===== config.mk =====
export PLATFORM = sky130hd
export DESIGN_NAME = bus_match_adapter
export DESIGN_NICKNAME = d
export VERILOG_FILES = /design/src/rtl/bm_pkg.sv /design/src/rtl/bm_swap.sv /design/src/rtl/bm_unpack.sv /design/src/rtl/bm_pack.sv /design/src/rtl/bus_match_adapter.sv
export SDC_FILE = /design/constraint.sdc
export NUM_CORES = 1
export LEC_CHECK = 0
export BUFFER_PORTS_ARGS = -buffer_cell sky130_fd_sc_hd__buf_2
export CAP_MARGIN = 20
export CORE_MARGIN = 10
export CORE_UTILIZATION = 52
export CTS_CLUSTER_DIAMETER = 80
export CTS_CLUSTER_SIZE = 30
export DETAILED_ROUTE_END_ITERATION = 8
export PLACE_DENSITY_LB_ADDON = 0.25
export SLEW_MARGIN = 15
export SYNTH_ARGS = -nofsm -noshare
export SYNTH_HDL_FRONTEND = slang
export SYNTH_HIERARCHICAL = 1
export SYNTH_SLANG_ARGS = --single-unit

===== constraint.sdc =====
create_clock -name clk -period 4.4 [get_ports clk]
set_clock_uncertainty 0.1 [all_clocks]
set_input_delay 0.44 -clock clk [delete_from_list [all_inputs] [get_ports clk]]
set_output_delay 0.44 -clock clk [all_outputs]
set_load 0.05 [all_outputs]

===== src/rtl/bm_pkg.sv =====
package bm_pkg;
  localparam int unsigned BM_BYTE_W = 9;
  localparam int unsigned BM_LANES  = 4;
  localparam int unsigned BM_WORD_W = BM_BYTE_W * BM_LANES;

  typedef enum logic [1:0] {
    SZ_LONG = 2'b00,
    SZ_WORD = 2'b01,
    SZ_BYTE = 2'b10,
    SZ_RSVD = 2'b11
  } size_e;

  // index of the final part of a word for a given width
  function automatic logic [1:0] last_part(size_e s);
    case (s)
      SZ_WORD: last_part = 2'd1;
      SZ_BYTE: last_part = 2'd3;
      default: last_part = 2'd0;
    endcase
  endfunction
endpackage


===== src/rtl/bm_swap.sv =====
module bm_swap #(
  parameter int unsigned BYTE_W = 9,
  parameter int unsigned LANES  = 4
) (
  input  logic [BYTE_W*LANES-1:0] din,
  input  logic [1:0]              mode,
  output logic [BYTE_W*LANES-1:0] dout
);
  for (genvar i = 0; i < LANES; i++) begin : g_lane
    localparam int unsigned SRC_REV  = LANES - 1 - i;
    localparam int unsigned SRC_HALF = i ^ (LANES / 2);
    localparam int unsigned SRC_PAIR = i ^ 1;
    always_comb begin
      case (mode)
        2'b01:   dout[i*BYTE_W +: BYTE_W] = din[SRC_REV*BYTE_W  +: BYTE_W];
        2'b10:   dout[i*BYTE_W +: BYTE_W] = din[SRC_HALF*BYTE_W +: BYTE_W];
        2'b11:   dout[i*BYTE_W +: BYTE_W] = din[SRC_PAIR*BYTE_W +: BYTE_W];
        default: dout[i*BYTE_W +: BYTE_W] = din[i*BYTE_W +: BYTE_W];
      endcase
    end
  end
endmodule


===== src/rtl/bm_unpack.sv =====
module bm_unpack
  import bm_pkg::*;
#(
  parameter int unsigned BYTE_W = 9
) (
  input  logic                clk,
  input  logic                rst,
  input  logic                be,
  input  logic [1:0]          size_sel,
  input  logic [1:0]          swap_sel,
  input  logic                q_valid,
  input  logic [4*BYTE_W-1:0] q_data,
  output logic                q_ready,
  output logic                p_valid,
  input  logic                p_ready,
  output logic [4*BYTE_W-1:0] p_data
);
  localparam int unsigned WORD_W = 4 * BYTE_W;
  localparam int unsigned HALF_W = 2 * BYTE_W;

  logic [1:0]        idx_q;
  size_e             size_q;
  logic [1:0]        swap_q;
  size_e             cur_size;
  logic [1:0]        cur_swap;
  logic [1:0]        lp;
  logic [1:0]        part;
  logic              last;
  logic              fire;
  logic [WORD_W-1:0] swapped;
  logic [HALF_W-1:0] half;
  logic [BYTE_W-1:0] byt;

  assign cur_size = (idx_q == 2'd0) ? size_e'(size_sel) : size_q;
  assign cur_swap = (idx_q == 2'd0) ? swap_sel : swap_q;
  assign lp       = last_part(cur_size);
  assign last     = (idx_q == lp);
  assign part     = be ? (lp - idx_q) : idx_q;

  bm_swap #(.BYTE_W(BYTE_W), .LANES(4)) u_swap (
    .din (q_data),
    .mode(cur_swap),
    .dout(swapped)
  );

  assign p_valid = q_valid && (cur_size != SZ_RSVD);
  assign fire    = p_valid && p_ready;
  assign q_ready = fire && last;

  always_comb begin
    half = part[0] ? swapped[WORD_W-1:HALF_W] : swapped[HALF_W-1:0];
    case (part)
      2'd0:    byt = swapped[BYTE_W-1:0];
      2'd1:    byt = swapped[2*BYTE_W-1:BYTE_W];
      2'd2:    byt = swapped[3*BYTE_W-1:2*BYTE_W];
      default: byt = swapped[WORD_W-1:3*BYTE_W];
    endcase
    p_data = '0;
    case (cur_size)
      SZ_LONG: p_data = swapped;
      SZ_WORD: begin
        if (be) p_data[WORD_W-1:HALF_W] = half;
        else    p_data[HALF_W-1:0]      = half;
      end
      SZ_BYTE: begin
        if (be) p_data[WORD_W-1:WORD_W-BYTE_W] = byt;
        else    p_data[BYTE_W-1:0]             = byt;
      end
      default: p_data = '0;
    endcase
  end

  always_ff @(posedge clk) begin
    if (rst) begin
      idx_q  <= 2'd0;
      size_q <= SZ_LONG;
      swap_q <= 2'b00;
    end else if (fire) begin
      if (idx_q == 2'd0) begin
        size_q <= cur_size;
        swap_q <= cur_swap;
      end
      idx_q <= last ? 2'd0 : idx_q + 2'd1;
    end
  end

  // a word in progress always has a narrow, legal width
  assert_mid_word_width_R1: assert property (@(posedge clk) disable iff (rst)
    (idx_q != 2'd0) |-> (size_q == SZ_WORD || size_q == SZ_BYTE));

  // held selects do not move until the word finishes
  assert_held_selects_R6: assert property (@(posedge clk) disable iff (rst)
    (idx_q != 2'd0) |=> (idx_q == 2'd0) || ($stable(size_q) && $stable(swap_q)));

  // a stalled reader keeps the same part
  assert_stall_holds_part_R9: assert property (@(posedge clk) disable iff (rst)
    (p_valid && !p_ready) |=> $stable(idx_q));

  assert_reset_restarts_R8: assert property (@(posedge clk) disable iff (rst)
    $fell(rst) |-> (idx_q == 2'd0));
endmodule


===== src/rtl/bm_pack.sv =====
module bm_pack
  import bm_pkg::*;
#(
  parameter int unsigned BYTE_W = 9
) (
  input  logic                clk,
  input  logic                rst,
  input  logic                be,
  input  logic [1:0]          size_sel,
  input  logic [1:0]          swap_sel,
  input  logic                p_valid,
  output logic                p_ready,
  input  logic [4*BYTE_W-1:0] p_data,
  output logic                q_valid,
  input  logic                q_ready,
  output logic [4*BYTE_W-1:0] q_data
);
  localparam int unsigned WORD_W = 4 * BYTE_W;
  localparam int unsigned HALF_W = 2 * BYTE_W;

  logic [1:0]        idx_q;
  size_e             size_q;
  logic [1:0]        swap_q;
  logic [WORD_W-1:0] acc_q;
  size_e             cur_size;
  logic [1:0]        cur_swap;
  logic [1:0]        lp;
  logic [1:0]        part;
  logic              last;
  logic              legal;
  logic              fire;
  logic [HALF_W-1:0] in_half;
  logic [BYTE_W-1:0] in_byte;
  logic [WORD_W-1:0] merged;

  assign cur_size = (idx_q == 2'd0) ? size_e'(size_sel) : size_q;
  assign cur_swap = (idx_q == 2'd0) ? swap_sel : swap_q;
  assign lp       = last_part(cur_size);
  assign last     = (idx_q == lp);
  assign part     = be ? (lp - idx_q) : idx_q;
  assign legal    = (cur_size != SZ_RSVD);

  assign in_half = be ? p_data[WORD_W-1:HALF_W] : p_data[HALF_W-1:0];
  assign in_byte = be ? p_data[WORD_W-1:WORD_W-BYTE_W] : p_data[BYTE_W-1:0];

  always_comb begin
    merged = acc_q;
    case (cur_size)
      SZ_LONG: merged = p_data;
      SZ_WORD: begin
        if (part[0]) merged[WORD_W-1:HALF_W] = in_half;
        else         merged[HALF_W-1:0]      = in_half;
      end
      SZ_BYTE: begin
        case (part)
          2'd0:    merged[BYTE_W-1:0]          = in_byte;
          2'd1:    merged[2*BYTE_W-1:BYTE_W]   = in_byte;
          2'd2:    merged[3*BYTE_W-1:2*BYTE_W] = in_byte;
          default: merged[WORD_W-1:3*BYTE_W]   = in_byte;
        endcase
      end
      default: merged = acc_q;
    endcase
  end

  bm_swap #(.BYTE_W(BYTE_W), .LANES(4)) u_swap (
    .din (merged),
    .mode(cur_swap),
    .dout(q_data)
  );

  assign q_valid = p_valid && legal && last;
  assign p_ready = legal && (!last || q_ready);
  assign fire    = p_valid && p_ready;

  always_ff @(posedge clk) begin
    if (rst) begin
      idx_q  <= 2'd0;
      size_q <= SZ_LONG;
      swap_q <= 2'b00;
      acc_q  <= '0;
    end else if (fire) begin
      if (idx_q == 2'd0) begin
        size_q <= cur_size;
        swap_q <= cur_swap;
      end
      idx_q <= last ? 2'd0 : idx_q + 2'd1;
      acc_q <= last ? '0 : merged;
    end
  end

  // queue back-pressure reaches the port on the final part
  assert_push_stall_R9: assert property (@(posedge clk) disable iff (rst)
    (q_valid && !q_ready) |-> !p_ready);

  // a pushed word leaves nothing behind
  assert_push_clears_R8: assert property (@(posedge clk) disable iff (rst)
    (q_valid && q_ready) |=> (idx_q == 2'd0) && (acc_q == '0));

  assert_reset_empty_R8: assert property (@(posedge clk) disable iff (rst)
    $fell(rst) |-> (idx_q == 2'd0) && (acc_q == '0));

  assert_held_selects_R6: assert property (@(posedge clk) disable iff (rst)
    (idx_q != 2'd0) |=> (idx_q == 2'd0) || ($stable(size_q) && $stable(swap_q)));
endmodule


===== src/rtl/bus_match_adapter.sv =====
module bus_match_adapter
  import bm_pkg::*;
#(
  parameter int unsigned BYTE_W = BM_BYTE_W
) (
  input  logic                clk,
  input  logic                rst,
  input  logic                endian_big,
  input  logic [1:0]          size_sel,
  input  logic [1:0]          swap_sel,
  input  logic                wr_valid,
  output logic                wr_ready,
  input  logic [4*BYTE_W-1:0] wr_data,
  output logic                push_valid,
  input  logic                push_ready,
  output logic [4*BYTE_W-1:0] push_data,
  input  logic                pop_valid,
  output logic                pop_ready,
  input  logic [4*BYTE_W-1:0] pop_data,
  output logic                rd_valid,
  input  logic                rd_ready,
  output logic [4*BYTE_W-1:0] rd_data
);
  logic be_q;

  // endian choice is taken only while reset is held
  always_ff @(posedge clk) begin
    if (rst) be_q <= endian_big;
  end

  bm_pack #(.BYTE_W(BYTE_W)) u_pack (
    .clk     (clk),
    .rst     (rst),
    .be      (be_q),
    .size_sel(size_sel),
    .swap_sel(swap_sel),
    .p_valid (wr_valid),
    .p_ready (wr_ready),
    .p_data  (wr_data),
    .q_valid (push_valid),
    .q_ready (push_ready),
    .q_data  (push_data)
  );

  bm_unpack #(.BYTE_W(BYTE_W)) u_unpack (
    .clk     (clk),
    .rst     (rst),
    .be      (be_q),
    .size_sel(size_sel),
    .swap_sel(swap_sel),
    .q_valid (pop_valid),
    .q_data  (pop_data),
    .q_ready (pop_ready),
    .p_valid (rd_valid),
    .p_ready (rd_ready),
    .p_data  (rd_data)
  );

  assert_endian_frozen_R7: assert property (@(posedge clk) disable iff (rst)
    !rst |=> $stable(be_q));
endmodule


==> results of run 1 <==
[logic make-up (layout without fill, tap and decap cells)]
family,count (synthesis),count (layout),share of synthesized area
AO/OA/AOI/OAI,367,367,0.381
XOR/XNOR,5,5,0.00667
adder cells (fa/ha/maj),13,13,0.0211
buffers and inverters,104,248,0.0873
flip-flops,49,49,0.129
multiplexers,119,119,0.279
other,0,1,0
AND/OR/NAND/NOR,150,150,0.0959
[per-layer routing]
metal | wire length, um | track usage | part of all wire | up-vias
li1 | - | - | - | 3608
met1 | 11200 | 0.352 | 0.41 | 3931
met2 | 12300 | 0.380 | 0.45 | 628
met3 | 3300 | 0.0614 | 0.12 | 73
met4 | 695 | 0.0683 | 0.025 | 0
met5 | 0 | 0 | 0 | -
[area by class of cell]
class / instances / area share
timing repair buffer: 219 / 0.157
tap: 184 / 0.0251
inverter: 21 / 0.00873
clock inverter: 2 / 0.00150
clock buffer: 6 / 0.0141
antenna: 1 / 0.000273
sequential: 49 / 0.108
multi-input combinational: 654 / 0.685
[cell usage in the layout, fill, tap and decap left out, types with 9 or more instances in the layout]
cell and n:
and3_1 11, a22o_1 50, mux4_2 67, mux2_2 12, a221o_1 18, a21oi_1 28, nand2_1 58, buf_2 127
ha_1 9, o2bb2ai_1 34, mux2i_1 32, o311ai_2 10, buf_6 14, o221ai_1 9, o22ai_2 10, nor2_1 23
buf_4 73, o211ai_1 18, dfxtp_1 47, a21boi_0 9, a21o_1 37, o21ai_0 35, inv_1 19, and2_1 9
o2111ai_1 9, a221oi_2 12, nand2b_1 21, o21ai_1 11, o21a_1 19
[worst register-to-register path: cells and delay by family, from the launching register on]
family / cells / cell delay [ps]
AND/OR/NAND/NOR: 1 / 120
buffers and inverters: 4 / 500
multiplexers: 1 / 240
flip-flops: 1 / 330
adder cells (fa/ha/maj): 3 / 650
AO/OA/AOI/OAI: 3 / 1580
[flip-flops by register name, indices dropped and copies added, names as in the netlist]
register         count
u_pack/acc_q        36
u_pack/idx_q         2
u_pack/size_q        2
u_pack/swap_q        2
u_unpack/idx_q       2
u_unpack/size_q      2
u_unpack/swap_q      2
be_q                 1
[worst max-delay path by stage]
stage	startpoint	to	slack, ps	cells past startpoint
after floorplan	u_unpack/idx_q[0]$_SDFFE_PP0P_	rd_data[27]	-160	13
after global placement	u_pack/idx_q[0]$_SDFFE_PP0N_	push_data[0]	140	15
after detailed placement	u_pack/idx_q[0]$_SDFFE_PP0N_	push_data[10]	90	13
after CTS	u_pack/idx_q[0]$_SDFFE_PP0N_	push_data[28]	0.9	15
after global routing	u_pack/idx_q[0]$_SDFFE_PP0N_	push_data[33]	-20	14
final	u_pack/idx_q[0]$_SDFFE_PP0N_	push_data[33]	60	14
[per-stage QoR]
step                 util  cells  TNS (ps)
finish              0.631   1136         0
global route        0.631   1136     -69.1
CTS                 0.613   1129         0
detailed placement  0.591   1121         0
global placement    0.591   1121         0
floorplan               -    807     -1260
[repair_timing]
item | 4_1_cts | 5_1_grt
setup buffers | 0 | 6
gates cloned | 0 | 0
pin swaps | 2 | 5
endpoints found under the hold margin | 0 | 0
setup endpoints to repair | 36 | 41
resized for setup | 49 | 52
==> summary.txt, run 1 <==
Timing
  • Hold slack: 214 ps
  • Final WS setup: 64.9 ps
  • Setup-failing EPs final: 0
  • Final critical-path required period: 4340 ps
  • F_max: 0.231 GHz
  • Final Hold Vio Count: 0
  • Crit share post-route: 0.985
  • Slew headroom: 0.332
  • Slew @ Worst Pin: 1000 ps
  • Max Slew Vio Count: 0

Critical path
  • Arr. time, crit path: 3800 ps
  • Buffers and inverters on the worst path: 4
  • RR Endpoint: u_pack/acc_q[2]$_SDFFE_PP0N_
  • Crit. End Element: output pin
  • Slowest stage delay, CP: 480 ps
  • CP Launch Type: flop
  • CP Cell Sequence: inv_2 > ha_4 > mux2i_2 > inv_1 > ha_4 > ha_4 > and2_4 > o21a_1 > buf_6 > a221o_1 > a211oi_2 > o22ai_2 > mux4_2 > buf_4
  • Most used cell, CP: ha_4
  • Max FO, Critical Path: 18
  • Reg2reg start: u_pack/idx_q[0]$_SDFFE_PP0N_
  • CP max-delay cell: mux4_2
  • Length in cells of the worst reg-to-reg path: 12
  • Setup CP Type: reg2out
  • Flop2flop setup slack: 800 ps
  • Worst Path Required: 3860 ps
  • Crit path max-delay family: compound AO/OA/AOI/OAI gates

Layout
  • Final instance area: 9170 um^2
  • Fraction of layout cells with a size suffix above 1: 0.401
  • Nets: 1046
  • Fillers: 1243
  • Area grow syn2layout: 19.2%
  • Footprint of the multi-input gates: 6280 um^2
  • Total area of sequential cells: 992 um^2

Clock network
  • Clock-pin slew on the worst setup and hold paths: 70 ps
  • H-Tree Depth: 2
  • Clock latency at the later pin of the worst-skew pair: 300 ps
  • TritonCTS clock tree: done
  • # hold bufs at CTS: 0
  • Sink Count: 49
  • CTS root buf: clkbuf_16
  • Cts bufs inserted: 5
  • Clock Path Buffers: 2

Floorplanning
  • Die Wd: 142 um
  • Total Die Area: 20100 um^2
  • # rows: 44
  • Num ports: 159
  • Die span in y: 142 um
  • Core ar.: 14500 um^2
  • Starting Density: 0.530

Synthesis
  • Most common cell in the netlist: mux4_2
  • Seq/Total Area, Yosys: 0.129
  • Net Count, Synth: 903
  • Asr flop ratio synth: 0
  • Synth Warn #: 6
  • Post-Synthesis Cells: 807
  • Cell area after synthesis: 7700 um^2
  • Seq cells post-synth: 49
  • Main synth FF type: dfxtp_1
  • Synth cell count leaders: 62 x mux4_2, 59 x nand2_1, 50 x a22o_1
  • EDFF count, synth: 1
  • Synthesized area per cell: 9.54 um^2
  • Largest area contributor in the netlist: mux4_2
  • Top post-synthesis cells by area: mux4_2 18%, dfxtp_1 12%, a22o_1 5.7%, mux2i_1 4.4%, o2bb2ai_1 4.2%
  • Top-area cell type share of the netlist area: 0.181
  • Synth cell types: 66

Detailed routing
  • Iter 0 DRT Violations: 955
  • Wire length per cell: 24.2 um
  • Pre-antenna DRT Iters: 6
  • DR vias/cell: 7.25
  • DRT Wirelength: 27500 um
  • ANT nets after route: 0
  • Via count: 8240
  • DRC viols: 0

Min path
  • Worst Hold Depth: 1
  • HP Start: endian_big
  • Hold Path Class: in2reg
  • End point of the worst hold path: be_q$_DFFE_PP_

Placed design
  • Post-Place Cell Area: 8590 um^2
  • Port bufs: 158
  • Placer Congestion: 0.957
  • Hpwl dp: 19600 um
  • Setup WS pre-CTS: 86.9 ps

Flow run
  • Max-cap violation count: 0

GRT
  • Gr usage total: 0.252
  • Vias in the first global route: 7561
  • Largest net degree at the start of global routing: 57
  • First-pass GRT wire length: 42000 um
  • Initial antenna violation count: 1
  • Remaining Overflow, GRT: 0

Status
  • Status: complete, no violations
Power of run 1 is left out: the tool's default activity adds up to more than one toggle a clock period on the data nets, which glitch-free logic cannot reach.
==> run 2, diff against run 1 <==
--- a/config.mk
+++ b/config.mk
@@ -7,8 +7,10 @@
 export LEC_CHECK = 0
 export BUFFER_PORTS_ARGS = -buffer_cell sky130_fd_sc_hd__buf_2
 export CAP_MARGIN = 20
+export CELL_PAD_IN_SITES_DETAIL_PLACEMENT = 1
+export CELL_PAD_IN_SITES_GLOBAL_PLACEMENT = 2
 export CORE_MARGIN = 10
-export CORE_UTILIZATION = 52
+export CORE_UTILIZATION = 32
 export CTS_CLUSTER_DIAMETER = 80
 export CTS_CLUSTER_SIZE = 30
 export DETAILED_ROUTE_END_ITERATION = 8
==> summary.txt, run 2 (same netlist as run 1, synthesis figures left out) <==
Detailed routing
  • Via count: 8133 (-1.3%)
  • DR vias/cell: 6.34 (-13%)
  • Iter 0 DRT Violations: 601 (-37%)
  • ANT nets after route: 0 (unchanged)
  • DRC viols: 0 (unchanged)
  • DRT Wirelength: 33400 um (+22%)
  • Pre-antenna DRT Iters: 6 (unchanged)
  • Wire length per cell: 26.1 um (+7.7%)

Critical path
  • CP Launch Type: flop
  • CP max-delay cell: mux4_2
  • Most used cell, CP: ha_4
  • Slowest stage delay, CP: 490 ps (about the same)
  • RR Endpoint: u_pack/acc_q[14]$_SDFFE_PP0N_
  • Crit. End Element: output pin
  • Max FO, Critical Path: 7 (-11)
  • Arr. time, crit path: 3810 ps (about the same)
  • Setup CP Type: reg2out
  • Worst Path Required: 3860 ps (about the same)
  • Crit path max-delay family: compound AO/OA/AOI/OAI gates
  • Flop2flop setup slack: 1180 ps (+380 ps)
  • Buffers and inverters on the worst path: 4 (unchanged)
  • Length in cells of the worst reg-to-reg path: 13 (+1)
  • CP Cell Sequence: inv_4 > ha_4 > mux2i_2 > inv_2 > ha_4 > ha_4 > and2_4 > o21a_4 > clkbuf_16 > a221oi_1 > o211ai_1 > o2bb2ai_2 > mux4_2 > buf_4
  • Reg2reg start: u_pack/idx_q[1]$_SDFFE_PP0N_

Floorplanning
  • Core ar.: 23500 um^2 (+62%)
  • Num ports: 159 (unchanged)
  • # rows: 56 (+27%)
  • Die Wd: 175 um (+24%)
  • Total Die Area: 30700 um^2 (+53%)
  • Die span in y: 175 um (+24%)
  • Starting Density: 0.327 (-0.203)

Min path
  • Worst Hold Depth: 1 (unchanged)
  • HP Start: endian_big
  • Hold Path Class: in2reg
  • End point of the worst hold path: be_q$_DFFE_PP_

Timing
  • F_max: 0.230 GHz (-0.43%)
  • RSZ-0062 raised after global routing: yes
  • Max Slew Vio Count: 0 (unchanged)
  • Final WS setup: 46.1 ps (-18.8 ps)
  • Setup-failing EPs final: 0 (unchanged)
  • Final Hold Vio Count: 0 (unchanged)
  • Final critical-path required period: 4350 ps (+18.8 ps)
  • Slew @ Worst Pin: 889 ps (-113 ps)
  • Crit share post-route: 0.990 (+0.00427)
  • Slew headroom: 0.405 (+0.0731)

GRT
  • First-pass GRT wire length: 51300 um (+22%)
  • Largest net degree at the start of global routing: 46 (-19%)
  • Remaining Overflow, GRT: 0 (unchanged)
  • Initial antenna violation count: 3 (+2)
  • Vias in the first global route: 8298 (+9.7%)
  • Gr usage total: 0.209 (-0.0435)

Placed design
  • Port bufs: 158 (unchanged)
  • Cells after DPL: 1266 (+13%)
  • Setup WS pre-CTS: 70.2 ps (-16.8 ps)
  • Post-Place Cell Area: 8970 um^2 (+4.4%)
  • Hpwl dp: 23800 um (+21%)
  • Placer Congestion: 0.849 (-11%)

Layout
  • Reg with most FFs: u_pack/acc_q
  • Most frequent cells in the layout: 125 x buf_2, 75 x buf_4, 67 x mux4_2
  • Finished Layout Cells: 1282 (+13%)
  • Max FFs per register: 36 (unchanged)
  • Nets: 1056 (+0.96%)
  • Fraction of layout cells with a size suffix above 1: 0.417 (+0.0166)
  • Most common library cell in the layout ignoring fill and taps: buf_2
  • Area grow syn2layout: 24.9%
  • Final instance area: 9610 um^2 (+4.8%)

Clock network
  • Clock Path Buffers: 2 (unchanged)
  • Clock-pin slew on the worst setup and hold paths: 80 ps (about the same)
  • # hold bufs at CTS: 0 (unchanged)
  • CTS root buf: clkbuf_16
  • TritonCTS clock tree: done
  • H-Tree Depth: 2 (unchanged)
  • Clock latency at the later pin of the worst-skew pair: 310 ps (about the same)
  • Sink Count: 49 (unchanged)
  • Cts bufs inserted: 5 (unchanged)

Status
  • Status: complete, no violations

Pwr
  • Peak supply drop: 0.00111 V
  • Leak: 3.87 nW
  • Power density cells: 971 nW/um^2

Flow run
  • Max-cap violation count: 0 (unchanged)
## run 2: cell types whose count changed in the layout (fill, tap and decap cells not counted), sizes merged
cell    previous run  this run
inv               21        22
clkinv             2         1
clkbuf             6         8
bufinv             0         1
diode              1         2
buf              219       226
## run 2: repair_timing
action | CTS | global route
gates resized for setup | 53 | 57
setup buffers | 1 | 3
endpoints found under the setup margin | 36 | 54
cloned | 0 | 2
pin swaps | 7 | 14
## run 2: report_power, final
part	switching (W)	internal, W
Clock	0.000213	0.000271
Sequential	0.000123	0.000585
Combinational	0.00500	0.00315
## run 2: metrics by stage
step	hold slack (ps)	power [W]	util	TNS, ps
global route	181	0.00984	0.408	-832
detailed placement	353	0.00808	0.381	0
global placement	347	0.00807	0.381	0
floorplan	334	0.00604	-	-1260
CTS	187	0.00899	0.397	0
finish	195	0.00933	0.408	0
## run 2: cell type report
| class | count | area [um^2] |
|---|---|---|
| fillers | 2776 | 13900 |
| inverters | 21 | 81.3 |
| well taps | 319 | 399 |
| diodes | 2 | 5.00 |
| flip-flops and latches | 49 | 993 |
| multi-input cells | 654 | 6300 |
| clock inverters | 3 | 43.8 |
| clock buffers | 5 | 125 |
| repair buffers | 229 | 1660 |
## run 2: per-layer routing
metal,vias up,routed length [um],part of all wire,track usage
met5,-,0,0,0
met4,0,705,0.021,0.0551
met3,48,2490,0.075,0.0463
met2,318,15500,0.46,0.338
met1,4136,14700,0.44,0.275
li1,3631,-,-,-
## run 2: worst max-delay path by stage
stage                                         from       endpoint  slack [ps]  depth (start not counted)
floorplan           u_unpack/idx_q[0]$_SDFFE_PP0P_    rd_data[27]        -160                         13
global placement      u_pack/idx_q[0]$_SDFFE_PP0N_   push_data[4]         140                         15
detailed placement    u_pack/idx_q[0]$_SDFFE_PP0N_   push_data[2]          70                         13
CTS                   u_pack/idx_q[0]$_SDFFE_PP0N_  push_data[34]           2                         15
global route          u_pack/idx_q[1]$_SDFFE_PP0N_  push_data[28]         -70                         14
finish                u_pack/idx_q[1]$_SDFFE_PP0N_  push_data[25]          50                         14
(Power assumes the default switching activity.)
==> run 3, diff against run 2 <==
--- a/config.mk
+++ b/config.mk
@@ -10,7 +10,7 @@
 export CELL_PAD_IN_SITES_DETAIL_PLACEMENT = 1
 export CELL_PAD_IN_SITES_GLOBAL_PLACEMENT = 2
 export CORE_MARGIN = 10
-export CORE_UTILIZATION = 32
+export CORE_UTILIZATION = 29
 export CTS_CLUSTER_DIAMETER = 80
 export CTS_CLUSTER_SIZE = 30
 export DETAILED_ROUTE_END_ITERATION = 8
@@ -18,5 +18,4 @@
 export SLEW_MARGIN = 15
 export SYNTH_ARGS = -nofsm -noshare
 export SYNTH_HDL_FRONTEND = slang
-export SYNTH_HIERARCHICAL = 1
 export SYNTH_SLANG_ARGS = --single-unit
==> summary.txt, run 3 <==
Status
  • Status: complete, no violations

Synthesis
  • Cell area after synthesis: 7770 um^2 (+0.99%)
  • Largest area contributor in the netlist: dfxtp_1
  • Synthesized area per cell: 7.37 um^2 (-23%)
  • Synth cell types: 77 (+17%)
  • Seq cells post-synth: 49 (unchanged)
  • Synth cell count leaders: 93 x nor2_1, 73 x nand2_1, 63 x o22ai_1
  • EDFF count, synth: 1 (unchanged)
  • Most common cell in the netlist: nor2_1
  • Synth Warn #: 0 (-6)
  • Main synth FF type: dfxtp_1
  • Asr flop ratio synth: 0 (unchanged)
  • Top post-synthesis cells by area: dfxtp_1 12%, mux2i_1 6.6%, a22oi_1 5.2%, o22ai_1 5.1%, nor2_1 4.5%
  • Net Count, Synth: 1150 (+27%)
  • Seq/Total Area, Yosys: 0.127 (-0.00126)
  • Top-area cell type share of the netlist area: 0.124 (-0.0578)
  • Post-Synthesis Cells: 1054 (+31%)

Timing
  • Max Slew Vio Count: 0 (unchanged)
  • F_max: 0.234 GHz (+2.1%)
  • Final Hold Vio Count: 0 (unchanged)
  • Crit share post-route: 0.969 (-0.0201)
  • Slew headroom: 0.292 (-0.114)
  • Slew @ Worst Pin: 1060 ps (+174 ps)
  • Final critical-path required period: 4270 ps (-88.5 ps)
  • Setup-failing EPs final: 0 (unchanged)
  • RSZ-0062 raised after global routing: yes

Detailed routing
  • ANT nets after route: 0 (unchanged)
  • Wire length per cell: 25.8 um (-1.0%)
  • DRT Wirelength: 39500 um (+18%)
  • Routed wl met3: 2290 um (-8.1%)
  • Via count: 9703 (+19%)
  • Top sig layer: met4
  • Met1 wire length: 18200 um (+23%)
  • DR vias/cell: 6.35 (about the same)
  • Iter 0 DRT Violations: 697 (+16%)
  • Pre-antenna DRT Iters: 5 (-1)
  • Met2 wire len: 18300 um (+18%)
  • DRC viols: 0 (unchanged)

Placed design
  • Hpwl dp: 30000 um (+26%)
  • Cells after DPL: 1510 (+19%)
  • Port bufs: 158 (unchanged)
  • Placer Congestion: 0.896 (+5.5%)

Floorplanning
  • # rows: 59 (+5.4%)
  • Core ar.: 26200 um^2 (+11%)
  • Die Wd: 184 um (+4.9%)
  • Num ports: 159 (unchanged)
  • Die span in y: 184 um (+4.9%)
  • Starting Density: 0.297 (-0.0303)
  • Total Die Area: 33700 um^2 (+10%)

Pwr
  • Power density cells: 774 nW/um^2 (-20%)
  • Sequential Power Share: 0.082 (+0.006)
  • Peak supply drop: 0.000899 V (-19%)
  • Leak: 3.68 nW (-4.9%)
  • Switch share: 0.617 (+0.0460)
  • Combinational power share: 0.858 (-0.014)
  • Clock Power Share: 0.061 (+0.009)
  • Net Switching: 0.00488 W (-8.4%)
  • Internal: 0.00303 W (-24%)
  • Total power: 0.00792 W (-15%)

Layout
  • Nets: 1288 (+22%)
  • Total area of sequential cells: 992 um^2 (-0.13%)
  • Footprint of the multi-input gates: 7110 um^2 (+13%)
  • Most frequent cells in the layout: 141 x buf_2, 84 x nor2_1, 70 x buf_4
  • Fraction of layout cells with a size suffix above 1: 0.346 (-0.0711)
  • Area grow syn2layout: 31.6%
  • Max FFs per register: 36 (unchanged)
  • Most common library cell in the layout ignoring fill and taps: buf_2
  • Reg with most FFs: u_pack.acc_q
  • Finished Layout Cells: 1529 (+19%)
  • Fillers: 3164 (+14%)

Clock network
  • Clock latency at the later pin of the worst-skew pair: 320 ps (about the same)
  • Clock Path Buffers: 2 (unchanged)
  • Cts bufs inserted: 5 (unchanged)
  • H-Tree Depth: 2 (unchanged)
  • Sink Count: 49 (unchanged)
  • TritonCTS clock tree: done
  • CTS root buf: clkbuf_16
  • Clock-pin slew on the worst setup and hold paths: 80 ps (about the same)

Min path
  • Hold Path Class: in2reg

Critical path
  • Setup CP Type: reg2out
  • Crit. End Element: output pin
  • CP Launch Type: flop
  • Max FO, Critical Path: 11 (+4)
  • Arr. time, crit path: 3730 ps (-80 ps)
  • Worst Path Required: 3860 ps (about the same)

GRT
  • Largest net degree at the start of global routing: 50 (+8.7%)
  • Initial antenna violation count: 1 (-2)
  • First-pass GRT wire length: 60000 um (+17%)
  • Vias in the first global route: 9630 (+16%)
  • Remaining Overflow, GRT: 0 (unchanged)
  • Gr usage total: 0.224 (+0.0149)

Flow run
  • Max-cap violation count: 0 (unchanged)
run 3: cell count changes after synthesis, moves of 24 or more:
cell	previous run	this run
a21o_1	37	3
o32ai_1	0	24
a22o_1	50	15
nor2b_1	4	50
o2bb2ai_1	37	1
o22ai_1	9	63
a21oi_1	30	61
a22oi_1	0	54
a2bb2oi_1	0	30
mux4_2	62	2
nor3_1	3	27
nor2_1	23	93
run 3: power groups by stage:
stage / clock [W] / sequential [W] / combinational, W
after floorplan: 0 / 0.000622 / 0.00480
after global placement: 0 / 0.000647 / 0.00637
after detailed placement: 0 / 0.000650 / 0.00644
after CTS: 0.000488 / 0.000641 / 0.00654
after global routing: 0.000507 / 0.000657 / 0.00717
final: 0.000481 / 0.000646 / 0.00679
run 3: layout make-up:
cell class,count,area share
clock buffer,5,0.0122
multi-input combinational,874,0.695
timing repair buffer,228,0.138
clock inverter,3,0.00452
antenna,1,0.000245
tap,335,0.0410
sequential,49,0.0970
inverter,34,0.0125
run 3: routing by layer:
layer	vias to the layer above	track usage
met2	337	0.353
met1	4867	0.316
met4	0	0.0557
li1	4454	-
met3	45	0.0259
met5	-	0
run 3: repair_timing:
action / in CTS / in global routing
hold buffers: 0 / 0
cloned: 0 / 1
pin swaps: 4 / 19
endpoints found under the setup margin: 53 / 60
gates resized for setup: 16 / 42
buffers inserted: 4 / 5
run 3: cells by family after synthesis:
logic type | share of synthesized area
compound gates | 0.459
xor+xnor | 0.00869
fa+ha+maj | 0.0209
buf+inv | 0.0832
flops | 0.127
mux | 0.0947
simple gates | 0.206
run 3: per-stage QoR:
stage	setup WS, ps	hold WS, ps	setup TNS [ps]	instance area [um^2]	utilization
floorplan	-167	336	-5930	8540	-
global placement	250	345	0	9690	0.370
detailed placement	162	357	0	9700	0.370
CTS	4.60	193	0	10000	0.382
global route	-76.7	201	-701	10200	0.390
finish	135	197	0	10200	0.390
run 3: worst max-delay path: stages, from the launching register on:
cell and delay (ps):
dfxtp_1 320, inv_1 70, ha_2 240, mux2i_2 270, inv_1 100, ha_1 320, ha_4 270, nand3_1 110
a21oi_2 80, o31a_2 520, o221ai_2 420, o22ai_1 160, a221oi_2 210, buf_2 310
run 3: final timing paths:
| kind | depth (start not counted) | startpoint | slack [ps] | endpoint |
|---|---|---|---|---|
| setup reg to reg | 13 | u_pack.idx_q[1]$_SDFFE_PP0P_ | 990 | u_pack.acc_q[6]$_SDFFE_PP0P_ |
| hold reg to reg | 2 | u_pack.swap_q[1]$_SDFFE_PP0P_ | 380 | u_pack.swap_q[1]$_SDFFE_PP0P_ |
| setup / recovery | 13 | u_pack.idx_q[1]$_SDFFE_PP0P_ | 130 | push_data[9] |
| hold / removal | 1 | endian_big | 200 | be_q$_DFFE_PP_ |
